`config.mk`:
```
export PLATFORM = sky130hd
export DESIGN_NAME = prio_irq_resolver
export DESIGN_NICKNAME = d
export VERILOG_FILES = /design/src/rtl/prio_pkg.sv /design/src/rtl/prio_rank_find.sv /design/src/rtl/prio_req_capture.sv /design/src/rtl/prio_irq_resolver.sv
export SDC_FILE = /design/constraint.sdc
export NUM_CORES = 1
export LEC_CHECK = 0
export BUFFER_PORTS_ARGS = -buffer_cell sky130_fd_sc_hd__buf_2
export CAP_MARGIN = 20
export CORE_MARGIN = 4
export CORE_UTILIZATION = 52
export CTS_BUF_LIST = sky130_fd_sc_hd__clkbuf_16
export CTS_CLUSTER_DIAMETER = 30
export DETAILED_ROUTE_END_ITERATION = 16
export GPL_ROUTABILITY_DRIVEN = 0
export MAX_ROUTING_LAYER = met4
export PLACE_DENSITY = 0.78
export SLEW_MARGIN = 20
export SYNTH_ARGS = -nofsm -noshare
export SYNTH_HDL_FRONTEND = slang
export SYNTH_SLANG_ARGS = --single-unit
```
`constraint.sdc`:
```
create_clock -name clk -period 3.5 [get_ports clk]
set_input_delay 0.525 -clock clk [delete_from_list [all_inputs] [get_ports clk]]
set_output_delay 0.525 -clock clk [all_outputs]
set_load 0.01 [all_outputs]
```
`src/rtl/prio_pkg.sv`:
```
package prio_pkg;
    typedef enum logic {
        ST_QUIET = 1'b0,
        ST_RAISE = 1'b1
    } out_state_t;
endpackage

```
`src/rtl/prio_rank_find.sv`:
```
module prio_rank_find #(
    parameter int N  = 8,
    parameter int LW = $clog2(N)
) (
    input  logic [N-1:0]  set_i,
    input  logic [LW-1:0] base_i,
    output logic [LW:0]   rank_o
);
    // Scan from weakest rank to strongest so the strongest hit is kept.
    always_comb begin
        rank_o = (LW+1)'(N);
        for (int r = N - 1; r >= 0; r--) begin
            logic [LW-1:0] idx;
            idx = LW'(r) + base_i;
            if (set_i[idx]) rank_o = (LW+1)'(r);
        end
    end
endmodule

```
`src/rtl/prio_req_capture.sv`:
```
module prio_req_capture #(
    parameter int N = 8
) (
    input  logic         clk,
    input  logic         rst_n,
    input  logic [N-1:0] req_i,
    input  logic [N-1:0] lvl_i,
    input  logic [N-1:0] clr_i,
    output logic [N-1:0] irr_o
);
    logic [N-1:0] last_q;
    logic [N-1:0] rise;
    logic [N-1:0] irr_next;

    assign rise = req_i & ~last_q;

    // Level lines copy the input; edge lines latch a rise and hold until consumed.
    always_comb begin
        irr_next = (lvl_i & req_i) | (~lvl_i & ((irr_o & ~clr_i) | rise));
    end

    always_ff @(posedge clk) begin
        if (!rst_n) begin
            irr_o  <= '0;
            last_q <= '0;
        end else begin
            irr_o  <= irr_next;
            last_q <= req_i;
        end
    end
endmodule

```
`src/rtl/prio_irq_resolver.sv`:
```
module prio_irq_resolver
    import prio_pkg::*;
#(
    parameter int N            = 8,
    parameter int CASCADE_LINE = 2,
    parameter int LW           = $clog2(N)
) (
    input  logic          clk,
    input  logic          rst_n,
    input  logic [N-1:0]  req_i,
    input  logic [N-1:0]  lvl_i,
    input  logic [N-1:0]  mask_i,
    input  logic [LW-1:0] base_i,
    input  logic          special_mask_i,
    input  logic          nest_i,
    input  logic          master_i,
    input  logic          ack_i,
    input  logic          eoi_i,
    input  logic [LW-1:0] eoi_line_i,
    output logic          irq_o,
    output logic [LW-1:0] win_line_o
);
    logic [N-1:0]  mask_q;
    logic [LW-1:0] base_q;
    logic          smm_q, nest_q, mst_q;
    logic [N-1:0]  isr_q;
    logic [N-1:0]  irr_q;

    logic [N-1:0]  cand;
    logic [N-1:0]  svc;
    logic [LW:0]   cand_rank;
    logic [LW:0]   svc_rank;
    logic          hit;
    logic [LW-1:0] hit_line;
    logic [N-1:0]  ack_set;
    logic [N-1:0]  edge_clr;
    logic [N-1:0]  eoi_clr;

    out_state_t    st_q, st_next;
    logic [LW-1:0] win_q, win_next;

    always_ff @(posedge clk) begin
        if (!rst_n) begin
            mask_q <= '0;
            base_q <= '0;
            smm_q  <= 1'b0;
            nest_q <= 1'b0;
            mst_q  <= 1'b0;
        end else begin
            mask_q <= mask_i;
            base_q <= base_i;
            smm_q  <= special_mask_i;
            nest_q <= nest_i;
            mst_q  <= master_i;
        end
    end

    prio_req_capture #(.N(N)) u_capture (
        .clk   (clk),
        .rst_n (rst_n),
        .req_i (req_i),
        .lvl_i (lvl_i),
        .clr_i (edge_clr),
        .irr_o (irr_q)
    );

    // Effective candidate and in-service sets.
    always_comb begin
        cand = irr_q & ~mask_q;
        svc  = isr_q;
        if (smm_q) svc = svc & ~mask_q;
        if (nest_q && mst_q) svc[CASCADE_LINE] = 1'b0;
    end

    prio_rank_find #(.N(N)) u_cand_find (
        .set_i  (cand),
        .base_i (base_q),
        .rank_o (cand_rank)
    );

    prio_rank_find #(.N(N)) u_svc_find (
        .set_i  (svc),
        .base_i (base_q),
        .rank_o (svc_rank)
    );

    assign hit      = cand_rank < svc_rank;
    assign hit_line = cand_rank[LW-1:0] + base_q;

    always_comb begin
        ack_set = '0;
        eoi_clr = '0;
        if (ack_i && hit) ack_set[hit_line] = 1'b1;
        if (eoi_i) eoi_clr[eoi_line_i] = 1'b1;
        edge_clr = ack_set;
    end

    always_ff @(posedge clk) begin
        if (!rst_n) isr_q <= '0;
        else        isr_q <= (isr_q & ~eoi_clr) | ack_set;
    end

    // Output state machine.
    always_comb begin
        st_next  = st_q;
        win_next = '0;
        unique case (st_q)
            ST_QUIET: if (hit) st_next = ST_RAISE;
            ST_RAISE: if (!hit) st_next = ST_QUIET;
            default:  st_next = ST_QUIET;
        endcase
        if (hit) win_next = hit_line;
    end

    always_ff @(posedge clk) begin
        if (!rst_n) begin
            st_q  <= ST_QUIET;
            win_q <= '0;
        end else begin
            st_q  <= st_next;
            win_q <= win_next;
        end
    end

    always_comb begin
        irq_o      = (st_q == ST_RAISE);
        win_line_o = win_q;
    end
endmodule

```
==> impl_metrics.csv <==
group,metric,value,unit
cts,cts_tree,"done",
drt,routedWlPerCell,18.09,um
critical_path,start_kind,"register",
synth,synth.avg_cell_area,9.541,um2
cts,cts_root_buf,"clkbuf_16",
grt,grt_pass1_wl,11690,um
grt,grt_antenna_before_repair,0,
cts,clkTransAtPathRegs,0.06,ns
floorplanning,coreArea,5205,um2
outcome,violations,"negative setup slack",
grt,grt_max_degree,45,
critical_path,crit_type,"reg2reg",
cells_and_area,fin_util,0.7178,
floorplanning,initial_core_util,0.5481,
outcome,status,"finished with violations",
grt,grt_overflow,0,
timing,slew_viol_final,0,
timing,rsz0062_at_grt,"true",
critical_path,r2r_end,"isr_q[7]",
drt,via_per_inst,5.961,
critical_path,crit_arrival,3.75,ns
cts,ctsHoldBuffers,0,
placed_design,dpl.hpwl,5762,um
drt,firstDrtPassIters,4,
synth,yosys.area.top_type,"dfxtp_1",
floorplanning,rows,26,
critical_path,reg2regPathDepth,14,
critical_path,crit_path_start,"base_q[0]",
cells_and_area,insertedDiodeCount,0,
floorplanning,die_x,82.07,um
cells_and_area,instances_no_fill,437,
flow_run,cap_viol_max_count,0,
cts,clk_latency,0.28,ns
timing,fin_worst_skew,0.003194,ns
synth,synthFlopType,"dfxtp_1",
synth,syn_nets,343,
critical_path,r2r_slack,-0.07,ns
timing,slew_headroom,0.5402,
cts,cts.htree.levels,2,
synth,ys_seq_area_frac,0.2947,
pwr,leakagePower,1.501,nW
synth,ys_async_sr_fraction,0,
grt,grt_pass1_vias,2438,
pwr,p_per_area,605.8,nW/um2
drt,drcViolationCount,0,
cells_and_area,drive_gt1_frac,0.4387,
critical_path,end_kind,"register",
timing,tightest_slew,0.6897,ns
floorplanning,die-height,82.07,um
synth,synth_edf_count,0,
min_path,hold_end,"u_capture.irr_o[1]",
placed_design,io_buffers,40,
synth,yosys-top-cells-area,"dfxtp_1 29%, mux4_2 9.5%, and2_1 5.3%",
floorplanning,dieArea,6735,um2
timing,clock.fmax,279.8,MHz
min_path,worstHoldPathCells,2,
synth,synth-seq-cells,42,
pwr,vdd_drop_max,0.4933,mV
drt,drt_iter0_drc,252,
synth,yosys_warnings,0,
timing,final.min_clock_period,3.574,ns
cts,cts.sinks,42,
critical_path,critPathRequiredTime,3.68,ns
drt,via_count,2605,
synth,yosys.area.top_type_share,0.2947,
min_path,hold_start,"lvl_i[1]",
floorplanning,io-pin-count,41,
drt,drt.antenna.violating_nets,0,
drt,wl,7905,um
timing,fin_ws,-0.07369,ns
grt,track_usage,0.2356,
timing,finalCritPeriodShare,1.021,
synth,netlist_area,2853,um2
cells_and_area,area_growth,30.96,%
placed_design,pre_cts_ws,-0.1313,ns
timing,holdWs,0.4321,ns
synth,synthDistinctLibCells,61,
critical_path,worstPathMaxFanout,5,
placed_design,place_inst,422,
synth,synth_cells,299,
cts,clockBufferDepth,2,
timing,finalSetupViolCount,3,
cells_and_area,fin_nets,410,
critical_path,rr_startpoint,"base_q[0]",
min_path,hp-class,"in2reg",
cts,numCtsBuffers,5,
timing,hold_viol_final,0,
worst max-delay path, cell delays in order, from the launching register on:
cell and delay [ns]:
dfxtp_2 0.34, inv_4 0.08, ha_4 0.17, xor2_4 0.17
mux4_2 0.57, a2111oi_4 0.31, a211oi_2 0.10, inv_1 0.08
ha_2 0.17, inv_2 0.04, fa_2 0.52, nand4b_1 0.35
inv_1 0.16, nand2_2 0.09, o31ai_1 0.30
state kept, by name (all words and copies together) (netlist names):
register / count
win_line_o: 3
mst_q: 1
u_capture.last_q: 8
mask_q: 8
nest_q: 1
isr_q: 8
u_capture.irr_o: 8
irq_o: 1
base_q: 3
smm_q: 1
kinds of logic after synthesis:
logic type | count (synthesis) | synth area share
xor gates and xnor gates | 7 | 0.03597
adders and majority gates | 7 | 0.03333
muxes | 29 | 0.1632
buffers and inverters | 34 | 0.05702
and+or+nand+nor | 100 | 0.1956
AOI/OAI and AO/OA | 80 | 0.2202
DFF | 42 | 0.2947
stage by stage:
stage | total power [mW] | cell area (um2) | TNS [ns]
after floorplan | 1.273 | 2924 | -0.01060
after global placement | 1.510 | 3337 | -0.01216
after detailed placement | 1.538 | 3337 | -0.3684
after CTS | 2.095 | 3535 | 0
after global routing | 2.380 | 3736 | -2.422
final | 2.263 | 3736 | -0.08002
cell usage after synthesis, types with 5 or more instances:
master,instances
inv_1,17
a21boi_0,7
a211oi_1,6
and2_1,24
o21ai_0,16
nand2b_1,8
buf_4,5
mux4_2,12
dfxtp_1,42
o31ai_1,15
clkbuf_1,5
a32oi_1,6
mux2i_1,11
nand2_1,24
nor3_1,5
ha_1,6
nor2_1,11
nor2b_1,9
worst max-delay path by stage:
stage / end / cells past startpoint
6_report: isr_q[7] / 14
4_1_cts: u_capture.irr_o[2] / 16
3_3_place_gp: isr_q[6] / 14
2_1_floorplan: u_capture.irr_o[3] / 17
3_5_place_dp: isr_q[6] / 14
5_1_grt: isr_q[7] / 14
routing by layer:
metal | track usage | wire length, um
met1 | 0.2876 | 3174
met4 | 0.07475 | 275
met2 | 0.4039 | 3945
met5 | - | 0
met3 | 0.02961 | 510
report_power, final:
part           leakage, nW  internal (mW)  switching [mW]
Sequential           0.349          0.548          0.0400
Clock               0.0842          0.338           0.195
Combinational         1.07          0.512           0.632
cells in the final DEF, fill, tap and decap left out, types with 4 or more instances in the layout:
master and n:
a21boi_0 4, nor3_1 4, o31ai_2 4, nand2_1 22, nand4_1 4, a32oi_2 4, a211oi_2 8, mux2i_1 11
nor2b_2 6, inv_1 16, and2_1 24, o31ai_1 13, ha_1 4, o21ai_0 15, mux2_2 4, buf_2 40
buf_4 30, nand2b_1 7, dfxtp_1 39, clkbuf_16 5, nor2_1 8, mux4_2 13
final cells by class:
type	count	area [um2]
multi-input cells	223	2059
inverters	19	76.32
flip-flops and latches	42	844.6
well taps	70	87.58
clock inverters	3	43.79
fillers	361	1469
repair buffers	75	499.2
clock buffers	5	125.1
what timing repair did:
item / CTS / global route
setup buffers: 0 / 7
pin swaps: 0 / 13
endpoints found under the setup margin: 14 / 18
resized for setup: 5 / 40
(Power assumes the default switching activity.)
